File: config.mk
export PLATFORM = sky130hd
export DESIGN_NAME = dte_call_ctrl
export DESIGN_NICKNAME = d
export VERILOG_FILES = /design/src/rtl/call_ctrl_pkg.sv /design/src/rtl/call_line_cond.sv /design/src/rtl/call_ring_counter.sv /design/src/rtl/call_fsm.sv /design/src/rtl/call_out_decode.sv /design/src/rtl/dte_call_ctrl.sv
export SDC_FILE = /design/constraint.sdc
export NUM_CORES = 1
export LEC_CHECK = 0
export ABC_AREA = 1
export BUFFER_PORTS_ARGS = -buffer_cell sky130_fd_sc_hd__clkbuf_2
export CORE_ASPECT_RATIO = 2
export CORE_MARGIN = 2
export CORE_UTILIZATION = 40
export DETAILED_ROUTE_END_ITERATION = 6
export GPL_TIMING_DRIVEN = 0
export PLACE_DENSITY = 0.62
export SETUP_SLACK_MARGIN = 0.4
export SYNTH_ARGS = -nofsm -noshare
export SYNTH_HDL_FRONTEND = slang
export SYNTH_SLANG_ARGS = --single-unit
File: constraint.sdc
create_clock -name clk -period 1.8 [get_ports clk]
set_input_delay 0.36 -clock clk [delete_from_list [all_inputs] [get_ports clk]]
set_output_delay 0.36 -clock clk [all_outputs]
set_load 0.01 [all_outputs]
File: src/rtl/call_ctrl_pkg.sv
package call_ctrl_pkg;

  typedef enum logic [2:0] {
    ST_IDLE     = 3'd0,
    ST_RINGING  = 3'd1,
    ST_ANSWERED = 3'd2,
    ST_CARRIER  = 3'd3,
    ST_REQUEST  = 3'd4,
    ST_SENDING  = 3'd5
  } call_state_e;

endpackage

File: src/rtl/call_line_cond.sv
// Folds the three-wire bypass into the modem status lines.
module call_line_cond (
  input  logic bypass_i,
  input  logic dsr_i,
  input  logic cd_i,
  input  logic cts_i,
  output logic dsr_ok_o,
  output logic cd_ok_o,
  output logic cts_ok_o
);

  assign dsr_ok_o = bypass_i | dsr_i;
  assign cd_ok_o  = bypass_i | cd_i;
  assign cts_ok_o = bypass_i | cts_i;

endmodule

File: src/rtl/call_ring_counter.sv
// Counts rising ring edges and ends the count when the gap grows too long.
module call_ring_counter #(
  parameter int RINGS = 2,
  parameter int TMR_W = 16
) (
  input  logic             clk,
  input  logic             rst_n,
  input  logic             ri_i,
  input  logic             arm_i,
  input  logic [TMR_W-1:0] timeout_i,
  output logic             rise_o,
  output logic             answer_o,
  output logic             expired_o
);

  localparam int CNT_W = $clog2(RINGS + 1);
  localparam logic [CNT_W-1:0] CNT_LAST = CNT_W'(RINGS - 1);
  localparam logic [CNT_W-1:0] CNT_MAX  = CNT_W'(RINGS);

  logic             ri_q;
  logic [CNT_W-1:0] cnt_q;
  logic [TMR_W-1:0] gap_q;
  logic             window_end;

  assign rise_o     = ri_i & ~ri_q;
  assign answer_o   = rise_o & (cnt_q == CNT_LAST);
  assign window_end = (gap_q == (timeout_i - TMR_W'(1)));
  assign expired_o  = arm_i & ~rise_o & (cnt_q != '0) & window_end;

  always_ff @(posedge clk) begin
    if (!rst_n) ri_q <= 1'b0;
    else        ri_q <= ri_i;
  end

  always_ff @(posedge clk) begin
    if (!rst_n || !arm_i) begin
      cnt_q <= '0;
      gap_q <= '0;
    end else if (rise_o) begin
      cnt_q <= (cnt_q == CNT_MAX) ? cnt_q : cnt_q + CNT_W'(1);
      gap_q <= '0;
    end else if (expired_o) begin
      cnt_q <= '0;
      gap_q <= '0;
    end else if (cnt_q != '0) begin
      gap_q <= gap_q + TMR_W'(1);
    end
  end

endmodule

File: src/rtl/call_fsm.sv
// Call sequencing: ring, answer, carrier, request, send.
module call_fsm
  import call_ctrl_pkg::*;
(
  input  logic        clk,
  input  logic        rst_n,
  input  logic        bypass_i,
  input  logic        dsr_ok_i,
  input  logic        cd_ok_i,
  input  logic        cts_ok_i,
  input  logic        ring_rise_i,
  input  logic        ring_answer_i,
  input  logic        ring_expired_i,
  input  logic        tx_request_i,
  input  logic        tx_idle_i,
  output call_state_e state_o,
  output logic        ring_arm_o
);

  call_state_e state_q, state_d;
  logic        link_lost;
  logic        tx_done;

  assign link_lost  = ~dsr_ok_i | ~cd_ok_i;
  assign tx_done    = ~tx_request_i & tx_idle_i;
  assign ring_arm_o = dsr_ok_i & ((state_q == ST_IDLE) | (state_q == ST_RINGING));
  assign state_o    = state_q;

  always_comb begin
    state_d = state_q;
    unique case (state_q)
      ST_IDLE: begin
        if (bypass_i)                     state_d = ST_CARRIER;
        else if (dsr_ok_i && ring_rise_i) state_d = ring_answer_i ? ST_ANSWERED : ST_RINGING;
      end
      ST_RINGING: begin
        if (!dsr_ok_i)           state_d = ST_IDLE;
        else if (ring_answer_i)  state_d = ST_ANSWERED;
        else if (ring_expired_i) state_d = ST_IDLE;
      end
      ST_ANSWERED: begin
        if (!dsr_ok_i)    state_d = ST_IDLE;
        else if (cd_ok_i) state_d = ST_CARRIER;
      end
      ST_CARRIER: begin
        if (link_lost)         state_d = ST_IDLE;
        else if (tx_request_i) state_d = ST_REQUEST;
      end
      ST_REQUEST: begin
        if (link_lost)     state_d = ST_IDLE;
        else if (tx_done)  state_d = ST_CARRIER;
        else if (cts_ok_i) state_d = ST_SENDING;
      end
      ST_SENDING: begin
        if (link_lost)      state_d = ST_IDLE;
        else if (tx_done)   state_d = ST_CARRIER;
        else if (!cts_ok_i) state_d = ST_REQUEST;
      end
      default: state_d = ST_IDLE;
    endcase
  end

  always_ff @(posedge clk) begin
    if (!rst_n) state_q <= ST_IDLE;
    else        state_q <= state_d;
  end

endmodule

File: src/rtl/call_out_decode.sv
// Modem control levels and status code from the call state.
module call_out_decode
  import call_ctrl_pkg::*;
(
  input  call_state_e state_i,
  output logic        dtr_o,
  output logic        rts_o,
  output logic        tx_enable_o,
  output logic [2:0]  status_o
);

  assign dtr_o       = (state_i != ST_IDLE);
  assign rts_o       = (state_i == ST_REQUEST) | (state_i == ST_SENDING);
  assign tx_enable_o = (state_i == ST_SENDING);
  assign status_o    = state_i;

endmodule

File: src/rtl/dte_call_ctrl.sv
module dte_call_ctrl
  import call_ctrl_pkg::*;
#(
  parameter int RINGS = 2,
  parameter int TMR_W = 16
) (
  input  logic             clk,
  input  logic             rst_n,
  input  logic             bypass_mode,
  input  logic [TMR_W-1:0] ring_timeout,
  input  logic             dsr_i,
  input  logic             ri_i,
  input  logic             cd_i,
  input  logic             cts_i,
  input  logic             tx_request,
  input  logic             tx_idle,
  output logic             dtr_o,
  output logic             rts_o,
  output logic             tx_enable,
  output logic [2:0]       status_o
);

  logic        dsr_ok, cd_ok, cts_ok;
  logic        ring_rise, ring_answer, ring_expired, ring_arm;
  call_state_e state;

  call_line_cond i_cond (
    .bypass_i (bypass_mode),
    .dsr_i    (dsr_i),
    .cd_i     (cd_i),
    .cts_i    (cts_i),
    .dsr_ok_o (dsr_ok),
    .cd_ok_o  (cd_ok),
    .cts_ok_o (cts_ok)
  );

  call_ring_counter #(.RINGS(RINGS), .TMR_W(TMR_W)) i_ring (
    .clk       (clk),
    .rst_n     (rst_n),
    .ri_i      (ri_i),
    .arm_i     (ring_arm),
    .timeout_i (ring_timeout),
    .rise_o    (ring_rise),
    .answer_o  (ring_answer),
    .expired_o (ring_expired)
  );

  call_fsm i_fsm (
    .clk            (clk),
    .rst_n          (rst_n),
    .bypass_i       (bypass_mode),
    .dsr_ok_i       (dsr_ok),
    .cd_ok_i        (cd_ok),
    .cts_ok_i       (cts_ok),
    .ring_rise_i    (ring_rise),
    .ring_answer_i  (ring_answer),
    .ring_expired_i (ring_expired),
    .tx_request_i   (tx_request),
    .tx_idle_i      (tx_idle),
    .state_o        (state),
    .ring_arm_o     (ring_arm)
  );

  call_out_decode i_dec (
    .state_i     (state),
    .dtr_o       (dtr_o),
    .rts_o       (rts_o),
    .tx_enable_o (tx_enable),
    .status_o    (status_o)
  );

endmodule

==> results.txt, run 1 <==
* Status: complete, but fails checks
* Violated checks: setup timing
- Count of filler cells inserted in the layout: 461
- Detailed-route wire length per cell: between 10 and 15 um
* Placeable core region: 4820 um2
- The number of global-route vias before repair came to about 2000.
- Number of flip-flops and latches in the synthesized netlist: 22
- In this run the remaining antenna-violating nets after routing total 0.
- In this run, distinct cell masters in the synthesized netlist total 36.
- 0 antenna diodes ended up in the layout.
- Biggest area consumer among synthesized cells: sky130_fd_sc_hd__dfxtp_1
* Worst-case hold slack: 0.279 ns
- The most used flip-flop cell after synthesis is sky130_fd_sc_hd__dfxtp_1.
- In the global route stage, met1 resource usage came out at 0.190.
- Placed Cells: 386
* Share of layout cells above drive strength 1: 0.411
- By instance count, the leading cell after synthesis is sky130_fd_sc_hd__nand2_1.
- Category of the most critical setup path: in -> reg
- Leading post-synthesis cells by instance count: sky130_fd_sc_hd__nand2_1, sky130_fd_sc_hd__inv_1, sky130_fd_sc_hd__nor2_1
- Class of the tightest hold or removal check: in -> reg
- Reported leakage power: roughly 0.0013 uW
* Hold depth: 3
- Die X-Extent: approximately 54 um
- In the final design database the tool counted 389 nets.
- The first global-routing pass estimated 8920 um of wire.
- Final period util: 1.03
* Detail-routed via count per cell: 4.97
- Top cell type's share of synthesized area: 0.222
- Gr ovfl total: 0
- The worst setup path is captured at a flip-flop.
* CTS tree: built
* Die Span Y: 104 um
* Total power density per cell area: 704 nW/um2
- Worst setup slack after layout: -0.0589 ns
* Deepest level of the CTS H-tree: 1
- The tree is rooted in a sky130_fd_sc_hd__clkbuf_8.
- Starting Density: 0.412
* Max-slew headroom: 0.625
- TritonCTS created 3 clock buffers.
* RSZ-0062 raised after global routing: true
- The number of antenna violations at the first check in global routing was 0.
- Area grow syn2layout: 41.9%
- Summed over all nets, the half-perimeter wirelength after detailed placement is 3950 um.
- Routed WL: 5540 um
* Met2 global-route usage: 0.435
* Reg2Reg Depth: 10
- Mapped cell area: 1990 um2
- Layout Skew: 0.0106 ns
- Worst Path Arrival: 2.02 ns
- Prior to clock tree synthesis, the placed netlist has a worst setup slack of -0.460 ns.
- Worst skew pair latency: 0.27 ns
- After detailed routing, the number of remaining DRC violations is 0.
* Worst path required time: about 2 ns
* Slew of the pin with the lowest slew margin: 0.561 ns
* Maximum clock path buffer count: 2
* Setup violation total in the final timing report: 19
* Sequential element share of the synthesized area: 0.222
- For this run, the total global-route usage over all layers was measured as 0.214.
* Number of top-level pins: 31
* Number of enable-type register cells in the synthesized netlist: 0
- Max IR drop VDD: 1180 uV
- Proportion of synthesized flip-flops having asynchronous set or reset: 0
- Row Count: 36
* Mean post-synth cell area: 6.65 um2
* Count of max-cap constraint violations: 0
- At the end of routability-driven placement, the weighted congestion stood at 0.842.
* Critical Path Start Type: input port
- Highest attainable clock frequency: 538 MHz
* Cells taking the most area after synthesis: sky130_fd_sc_hd__dfxtp_1, sky130_fd_sc_hd__nand2_1, sky130_fd_sc_hd__inv_1
- Input and output buffers added on the ports amount to 30.
- Final core occ: 0.585
- Die outline area: around 5600 um2
- Number of failing hold endpoints at the final stage: 0
- Worst-path maximum fanout: 5
- In this run the most used layer during global routing was met2.
* Min Tclk post-route: roughly 1.9 ns
- Clock-pin slew was measured on the worst setup and hold paths at roughly 0.09 ns.
- Number of max-slew violations in the final report: 0
* Total number of vias: between 2000 and 2500
- Global-route track usage on met3: 0.0159
* Maximum number of pins on one net before global-route repair: 14
* Filler-free cell count of the finished design: between 400 and 500
* Count of TritonRoute iterations in the first routing pass: 4
- Cells after synthesis: 299
* Yosys warns: 0
- Sink count of the clock tree: 22
- Net count after synthesis: 329
- Starting DRC count in detailed routing: 28
==> placed cells by master, fill, tap and decap left out, types with 3 or more instances in the layout <==
cell,netlist,final
sky130_fd_sc_hd__nand3b_1,4,4
sky130_fd_sc_hd__inv_1,48,41
sky130_fd_sc_hd__nand3_4,2,4
sky130_fd_sc_hd__buf_12,1,3
sky130_fd_sc_hd__nor2_2,18,20
sky130_fd_sc_hd__inv_4,0,3
sky130_fd_sc_hd__dfxtp_1,22,15
sky130_fd_sc_hd__clkbuf_2,0,26
sky130_fd_sc_hd__buf_4,0,17
sky130_fd_sc_hd__nand2_2,5,5
sky130_fd_sc_hd__a21oi_2,0,5
sky130_fd_sc_hd__dfxtp_2,0,6
sky130_fd_sc_hd__nor2_1,31,21
sky130_fd_sc_hd__nand3_1,17,12
sky130_fd_sc_hd__nand2_4,2,5
sky130_fd_sc_hd__o21ai_0,8,5
sky130_fd_sc_hd__a21oi_1,8,3
sky130_fd_sc_hd__nand2_1,68,65
sky130_fd_sc_hd__clkbuf_8,0,4
sky130_fd_sc_hd__nor3_1,6,4
sky130_fd_sc_hd__o21ai_1,1,3
sky130_fd_sc_hd__nand4_1,6,6
sky130_fd_sc_hd__xnor2_1,9,9
sky130_fd_sc_hd__nand3_2,2,5
sky130_fd_sc_hd__nor2_4,2,10
sky130_fd_sc_hd__ha_1,5,3
sky130_fd_sc_hd__buf_6,0,7
sky130_fd_sc_hd__inv_2,2,4
sky130_fd_sc_hd__xor2_1,14,13
==> report_power, final <==
group	leakage, uW	switching (uW)	internal, uW	total (uW)
clock	0.0000357	165	297	462
sequential	0.000181	48.8	529	578
combinational	0.00106	498	447	945
==> sequential cells by signal, summed over array words and instances, names as in the netlist <==
signal and flops:
i_ring.gap_q 16, i_ring.ri_q 1, i_fsm.state_o 3, i_ring.cnt_q 2
==> cells by family (layout without fill, tap and decap cells) <==
| kind of cell | Yosys count | after routing | share of synthesized area |
|---|---|---|---|
| flip-flops | 22 | 22 | 0.222 |
| AND/OR/NAND/NOR | 172 | 172 | 0.456 |
| adder cells (fa/ha/maj) | 5 | 5 | 0.0315 |
| XOR/XNOR | 24 | 24 | 0.113 |
| buffers and inverters | 52 | 111 | 0.107 |
| AO/OA/AOI/OAI | 24 | 24 | 0.0705 |
==> what timing repair did <==
| action | 4_1_cts | 5_1_grt |
|---|---|---|
| hold buffers | 0 | 0 |
| endpoints found under the setup margin | 23 | 23 |
| gates resized for setup | 44 | 30 |
| pin swaps | 22 | 21 |
| setup buffers | 19 | 5 |
| gates cloned | 1 | 0 |
==> worst paths after layout <==
kind                    startpoint               to  slack (ns)
setup / recovery   ring_timeout[0]  i_ring.gap_q[4]       -0.06
hold / removal                ri_i      i_ring.ri_q        0.28
setup reg to reg  i_ring.gap_q[14]  i_ring.gap_q[4]       -0.04
hold reg to reg    i_ring.gap_q[0]  i_ring.gap_q[0]        0.53
==> routing by layer <==
layer,vias up,part of all wire
met5,-,0
met1,935,0.33
met4,0,0.036
met2,44,0.61
met3,16,0.022
li1,1067,-
==> critical path, cell delays in order <==
cell,delay (ns)
sky130_fd_sc_hd__clkbuf_16,0.12
sky130_fd_sc_hd__inv_12,0.03
sky130_fd_sc_hd__ha_4,0.25
sky130_fd_sc_hd__xor2_1,0.16
sky130_fd_sc_hd__o21ai_2,0.09
sky130_fd_sc_hd__nor3_2,0.20
sky130_fd_sc_hd__nand3_1,0.11
sky130_fd_sc_hd__nor2_2,0.17
sky130_fd_sc_hd__nand3_4,0.12
sky130_fd_sc_hd__nand3_4,0.13
sky130_fd_sc_hd__buf_6,0.12
sky130_fd_sc_hd__buf_12,0.11
sky130_fd_sc_hd__nor2_2,0.04
==> cell type report <==
class | count | area, um2 | share of cell area
Buffer | 2 | 25.0 | 0.00887
Clock buffer | 3 | 41.3 | 0.0146
Clock inverter | 1 | 30.0 | 0.0106
Inverter | 50 | 211 | 0.0750
Multi-Input combinational cell | 225 | 1550 | 0.548
Sequential cell | 22 | 452 | 0.160
Tap cell | 57 | 71.3 | 0.0253
Timing Repair Buffer | 55 | 443 | 0.157
==> per-stage QoR <==
stage / power [uW] / setup TNS [ns] / cell area (um2)
after floorplan: 964 / 0 / 2030
after global placement: 1140 / -7.90 / 2250
after detailed placement: 1150 / -8.32 / 2250
after CTS: 1860 / 0 / 2670
after global routing: 2100 / -2.20 / 2820
final: 1980 / -0.731 / 2820
No activity file was read; power rests on OpenSTA's default activity.
==> run 2, diff against run 1 <==
Settings changed: SKIP_CTS_REPAIR_TIMING set to 1.
==> run 2 against run 1 <==
Clock power shrank 0.9%. The flow still finishes with violations (setup timing). Largest power group unchanged. Clock-buffer cell count is the same. Critical path type is now reg -> reg. Die area is the same.
==> results.txt, run 2 (synthesized netlist as in run 1, its figures left out) <==
* Detailed-route wire length per cell: 12.9 um (-3.3%)
- Number of top-level pins: 31 (unchanged)
- Gr ovfl total: 0 (unchanged)
* Total global-route track usage: 0.183 (-0.0315)
- Total number of vias: 2015 (-2.3%)
- The number of buffers created by CTS came to 3 (unchanged).
* Maximum clock path buffer count: 2 (unchanged)
- Clock transition at the register clock pins on the worst setup and hold paths after CTS: 0.08 ns (about the same)
- The number of remaining DRC errors came to 0 (unchanged).
* Number of max-slew violations in the final report: 0 (unchanged)
* Worst-path maximum fanout: 4 (-1)
* Min Tclk post-route: 1.89 ns (+0.0300 ns)
- Total power density per cell area: 682 nW/um2 (-3.1%)
* Area grow syn2layout: 40.6%
- The critical path starts at i_ring.cnt_q[1].
- The number of antenna violations at the first check in global routing came to 0 (unchanged).
- Status: complete, but fails checks
* Setup violation total in the final timing report: 4 (-15)
* Setup Slack @ Placement: -0.460 ns (unchanged)
- The worst setup slack for register-to-register paths was -0.09 ns (-0.05 ns).
- The antenna cell count was 0 (unchanged).
- Critical Path Start Type: flip-flop
- Layout Skew: 0.00864 ns (-0.00194 ns)
- First-pass GRT wire length: 7700 um (-14%)
- Root Buffer: sky130_fd_sc_hd__clkbuf_8
* Detail-routed via count per cell: 5.00 (+0.63%)
- The final worst-path cycle share was 1.05 (+0.0166).
- The HPWL after detailed placement was 3950 um (unchanged).
- Worst setup slack after layout: -0.0889 ns (-0.0300 ns)
* Count of buffers inserted at the top-level ports: 30 (unchanged)
- The number of DRC markers in iteration 0 is 16 (-43%).
- Count of max-cap constraint violations: 0 (unchanged)
* Vias in the first global route: 1843 (-8.9%)
- TritonCTS built the clock tree.
- The data arrival time at the worst-slack endpoint is 2.06 ns (+0.04 ns).
* Final core occ: 0.580 (-0.00545)
- The die extent in y was 104 um (unchanged).
- Class of the tightest hold or removal check: in -> reg
* Share of layout cells above drive strength 1: 0.422 (+0.0114)
- Reg2Reg Depth: 10 (unchanged)
- Register with the most flip-flops: i_ring.gap_q
- The number of endpoints with negative hold slack in the final report was 0 (unchanged).
- Die outline area: 5580 um2 (unchanged)
- The summed area of non-filler cells in the final layout is 2790 um2 (-0.93%).
* Flip-flop count of the largest register, all copies and words added: 16 (unchanged)
* Worst path required time: 1.97 ns (about the same)
* Starting Density: 0.412 (unchanged)
- Post-route ant nets: 0 (unchanged)
* Routed WL: 5200 um (-6.1%)
- Row Count: 36 (unchanged)
- Placed instance area: 2250 um2 (unchanged)
- Nature of the critical path endpoint: flip-flop
- The placer's final routability congestion estimate was 0.842 (unchanged).
- The most critical setup path has its endpoint at i_ring.gap_q[12].
- Count of TritonRoute iterations in the first routing pass: 4 (unchanged)
- Worst R2R End: i_ring.gap_q[12]
* Most common library cell in the layout ignoring fill and taps: sky130_fd_sc_hd__nand2_1
- Layout net count: 377 (-3.1%)
* Sink count of the clock tree: 22 (unchanged)
* Reported leakage power: 0.00125 uW (-2.2%)
* Placeable core region: 4820 um2 (unchanged)
- The worst-skew pair later-pin latency was 0.27 ns (about the same).
* Top library cells by usage in the layout, fill and taps aside: sky130_fd_sc_hd__nand2_1, sky130_fd_sc_hd__inv_1, sky130_fd_sc_hd__clkbuf_2
- Reg-to-Reg Start: i_ring.cnt_q[1]
- The H-tree depth is 1 (unchanged).
- Max-slew headroom: 0.693 (+0.0683)
* Category of the most critical setup path: reg -> reg
- Highest attainable clock frequency: 529 MHz (-1.6%)
- RSZ-0062 raised after global routing: true
- Final total negative setup slack: -0.236 ns (+0.495 ns)
* Maximum number of pins on one net before global-route repair: 14 (unchanged)
- Violated checks: setup timing
- Slew of the pin with the lowest slew margin: 0.456 ns (-0.105 ns)
- The width of the die is 53.8 um (unchanged).
- Max IR drop VDD: 1040 uV (-12%)
## run 2: changes by cell type in the layout (fill, tap and decap cells not counted), sizes merged
cell / change
buf: -9
clkbuf: -3
clkinvlp: -1
inv: +1
## run 2: per-stage QoR
step,power [uW],std cells,hold slack [ns]
after floorplan,964,299,0.453
after global placement,1140,386,0.517
after detailed placement,1150,386,0.528
after CTS,1600,390,0.281
after global routing,2020,403,0.279
final,1900,403,0.280
## run 2: final cells by class
type                            instances  area, um2
Buffer                                  2       25.0
Clock buffer                            3       41.3
Clock inverter                          1       30.0
Fill cell                             478       2030
Inverter                               50        215
Multi-Input combinational cell        225       1630
Sequential cell                        22        455
Tap cell                               57       71.3
Timing Repair Buffer                   43        325
## run 2: report_power, final
part | internal [uW] | switching, uW | leakage, uW
clock | 297 | 161 | 0.0000357
combinational | 368 | 498 | 0.00104
sequential | 529 | 52.6 | 0.000182
## run 2: layer usage
layer / routed length, um / global-route usage / vias to the layer above
met5: 0 / 0 / -
met4: 193 / 0.0769 / 0
met3: 130 / 0.0130 / 17
met2: 3140 / 0.372 / 45
met1: 1740 / 0.161 / 912
li1: - / - / 1041
## run 2: worst min path at each step
stage | cells past startpoint | endpoint | start
final | 3 | i_ring.ri_q | ri_i
after global routing | 3 | i_ring.ri_q | ri_i
after CTS | 3 | i_ring.ri_q | ri_i
after detailed placement | 2 | i_ring.gap_q[1] | i_ring.gap_q[1]
after global placement | 2 | i_ring.gap_q[1] | i_ring.gap_q[1]
after floorplan | 2 | i_ring.ri_q | ri_i
## run 2: critical path: stages, from the launching register on
cell	delay [ns]
sky130_fd_sc_hd__dfxtp_4	0.38
sky130_fd_sc_hd__inv_4	0.04
sky130_fd_sc_hd__ha_4	0.18
sky130_fd_sc_hd__inv_4	0.07
sky130_fd_sc_hd__nand2_4	0.05
sky130_fd_sc_hd__nor4_4	0.33
sky130_fd_sc_hd__nand3_2	0.19
sky130_fd_sc_hd__buf_4	0.19
sky130_fd_sc_hd__nor4_4	0.13
sky130_fd_sc_hd__xnor2_1	0.16
sky130_fd_sc_hd__nor2_2	0.05
==> run 3, diff against run 2 <==
Settings changed: TNS_END_PERCENT set to 1.
==> run 3 against run 2 <==
The flow still finishes with violations (setup timing). Maximum frequency up 1.3%. Clock-buffer cell count unchanged. Clock power up 1%.
==> results.txt, run 3 (synthesized netlist as in run 1, its figures left out) <==
* Status: complete, but fails checks
* Violated checks: setup timing
- Category of the most critical setup path: reg -> reg
- The library cell used most frequently in the layout, excluding fill and tap cells, is sky130_fd_sc_hd__nand2_1.
* Layout Skew: 0.00210 ns (-0.00653 ns)
* Placeable core region: 4820 um2 (unchanged)
- Final total negative setup slack: -0.115 ns (+0.121 ns)
* Count of buffers inserted at the top-level ports: 30 (unchanged)
* Row Count: 36 (unchanged)
- Number of max-slew violations in the final report: 0 (unchanged)
- Compared with the post-synthesis result, the final layout area differs by 27.3%.
- Setup Slack @ Placement: -0.433 ns (+0.0269 ns)
- The die extent in y was 104 um (unchanged).
- The H-tree depth is 1 (unchanged).
* First-pass GRT wire length: 7880 um (+2.3%)
* Top library cells by usage in the layout, fill and taps aside: sky130_fd_sc_hd__nand2_1, sky130_fd_sc_hd__inv_1, sky130_fd_sc_hd__clkbuf_2
* Nature of the critical path endpoint: flip-flop
* Sum of internal, switching and leakage power: 1730 uW (-9.3%)
- Number of failing hold endpoints at the final stage: 0 (unchanged)
* Detailed-route wire length per cell: 12.1 um (-6.0%)
- Number of top-level pins: 31 (unchanged)
- The leakage power of the design is 0.00116 uW (-7.2%).
- Share of layout cells above drive strength 1: 0.341 (-0.0808)
* Maximum number of pins on one net before global-route repair: 14 (unchanged)
- The number of remaining DRC errors is 0 (unchanged).
- The count of buffering cells on the critical path with inverters included was 2 (-1).
- Worst skew pair latency: 0.26 ns (about the same)
- Number of antenna violations at the first check in global routing: 0 (unchanged)
- In this run the most critical hold path is launched from ri_i.
- The tree is rooted in a sky130_fd_sc_hd__clkbuf_8.
- The global-route congestion overflow total was 0 (unchanged).
- Detailed-placement wirelength estimate: 3910 um (-1.0%)
- The layout net count was 371 (-1.6%).
- The utilization after layout was 0.525 (-0.0548).
- The max-capacitance violation count came to 0 (unchanged).
- The total global routing track utilization is 0.185 (+0.00238).
- The number of iterations in the first detailed-routing pass came to 4 (unchanged).
* CTS tree: built
- The data arrival time at the worst-slack endpoint came to 2.02 ns (-0.04 ns).
- Placer's final routability congestion estimate: 0.823 (-2.3%)
- The flip-flop count of the largest register after layout is 16 (unchanged).
* Clock transition at the register clock pins on the worst setup and hold paths after CTS: 0.08 ns (about the same)
- The largest fanout on the critical path is 4 (unchanged).
- Counting flops per register, the top entry is i_ring.gap_q.
- Setup repair after global routing could not meet its margin everywhere.
* Worst setup path startpoint: i_ring.cnt_q[0]
- Number of buffers inserted during clock tree synthesis: 3 (unchanged)
- Min Tclk post-route: 1.86 ns (-0.0245 ns)
- Slew of the pin with the lowest slew margin: 0.445 ns (-0.0112 ns)
- The routed wire length came to 4820 um (-7.4%).
- Max IR drop VDD: 721 uV (-31%)
- The width of the die came to 53.8 um (unchanged).
- The via-per-instance ratio was 4.95 (-1.0%).
- Highest attainable clock frequency: 536 MHz (+1.3%)
- The ratio of total power to cell area is 683 nW/um2 (+0.11%).
- The final count of negative-setup-slack endpoints was 3 (-1).
- The antenna cell count came to 0 (unchanged).
- Maximum clock path buffer count: 2 (unchanged)
- Vias in the first global route: 1836 (-0.38%)
* Starting DRC count in detailed routing: 35 (+19)
- The number of sinks driven by the clock tree was 22 (unchanged).
- Max-slew headroom: 0.702 (+0.00915)
- Critical Path Start Type: flip-flop
- Reg-to-Reg Start: i_ring.cnt_q[0]
- Total number of vias: 1965 (-2.5%)
* Worst path required time: 1.96 ns (about the same)
- Final period util: 1.04 (-0.0136)
- The tightest min-delay check is of the in -> reg type.
- The delay of the slowest cell on the worst path was 0.38 ns (about the same).
* Cell breakdown of the critical path: inv_4 > ha_4 > inv_4 > nand2_4 > nor4_4 > nand3_2 > nor4_1 > xnor2_1 > nor2_2
* Post-route ant nets: 0 (unchanged)
* Most repeated library cell on the critical path: sky130_fd_sc_hd__inv_4
* Largest delay contributor family on the critical path: simple AND/OR/NAND/NOR gates
* Die outline area: 5580 um2 (unchanged)
- Critical path's slowest cell: sky130_fd_sc_hd__dfxtp_4
- Starting Density: 0.412 (unchanged)
- Worst setup slack after layout: -0.0644 ns (+0.0245 ns)
## run 3: cell types whose count changed in the layout (fill, tap and decap cells not counted), moves of 4 or more
cell / previous run / this run
sky130_fd_sc_hd__nand3_1: 8 / 15
sky130_fd_sc_hd__nand3_2: 9 / 3
sky130_fd_sc_hd__buf_6: 6 / 1
sky130_fd_sc_hd__nor2_1: 18 / 23
sky130_fd_sc_hd__a21oi_1: 2 / 6
sky130_fd_sc_hd__nor2_4: 13 / 9
## run 3: per-stage QoR
stage / cells / area (um2) / hold slack (ns)
2_1_floorplan: 299 / 2030 / 0.453
3_3_place_gp: 386 / 2250 / 0.511
3_5_place_dp: 386 / 2250 / 0.520
4_1_cts: 390 / 2320 / 0.282
5_1_grt: 397 / 2530 / 0.306
6_report: 397 / 2530 / 0.286
## run 3: final cells by class
cell class | count | area (um2)
buffer | 2 | 27.5
clock buffer | 3 | 41.3
clock inverter | 1 | 30.0
fill | 511 | 2290
inverter | 50 | 210
multi-input combinational | 225 | 1470
sequential | 22 | 457
tap | 57 | 71.3
timing repair buffer | 37 | 221
## run 3: per-layer routing
metal | vias up | part of all wire | GRT usage
li1 | 1026 | - | -
met1 | 894 | 0.34 | 0.177
met2 | 35 | 0.61 | 0.371
met3 | 10 | 0.026 | 0.0130
met4 | 0 | 0.026 | 0.0604
met5 | - | 0 | 0
## run 3: worst paths after layout
check / endpoint / slack (ns) / cells past startpoint
setup / recovery: i_ring.gap_q[12] / -0.06 / 9
hold / removal: i_ring.ri_q / 0.29 / 3
setup reg to reg: i_ring.gap_q[12] / -0.06 / 9
hold reg to reg: i_ring.gap_q[0] / 0.52 / 2
## run 3: worst register-to-register path: stages (launching register included)
cell and delay, ns:
sky130_fd_sc_hd__dfxtp_4 0.38, sky130_fd_sc_hd__inv_4 0.04, sky130_fd_sc_hd__ha_4 0.17, sky130_fd_sc_hd__inv_4 0.07, sky130_fd_sc_hd__nand2_4 0.06, sky130_fd_sc_hd__nor4_4 0.33, sky130_fd_sc_hd__nand3_2 0.19, sky130_fd_sc_hd__nor4_1 0.27
sky130_fd_sc_hd__xnor2_1 0.19, sky130_fd_sc_hd__nor2_2 0.06
## run 3: power breakdown
group	leakage, uW	switching (uW)	internal (uW)
clock network	0.0000357	166	297
logic	0.000945	408	277
registers	0.000182	48.1	532
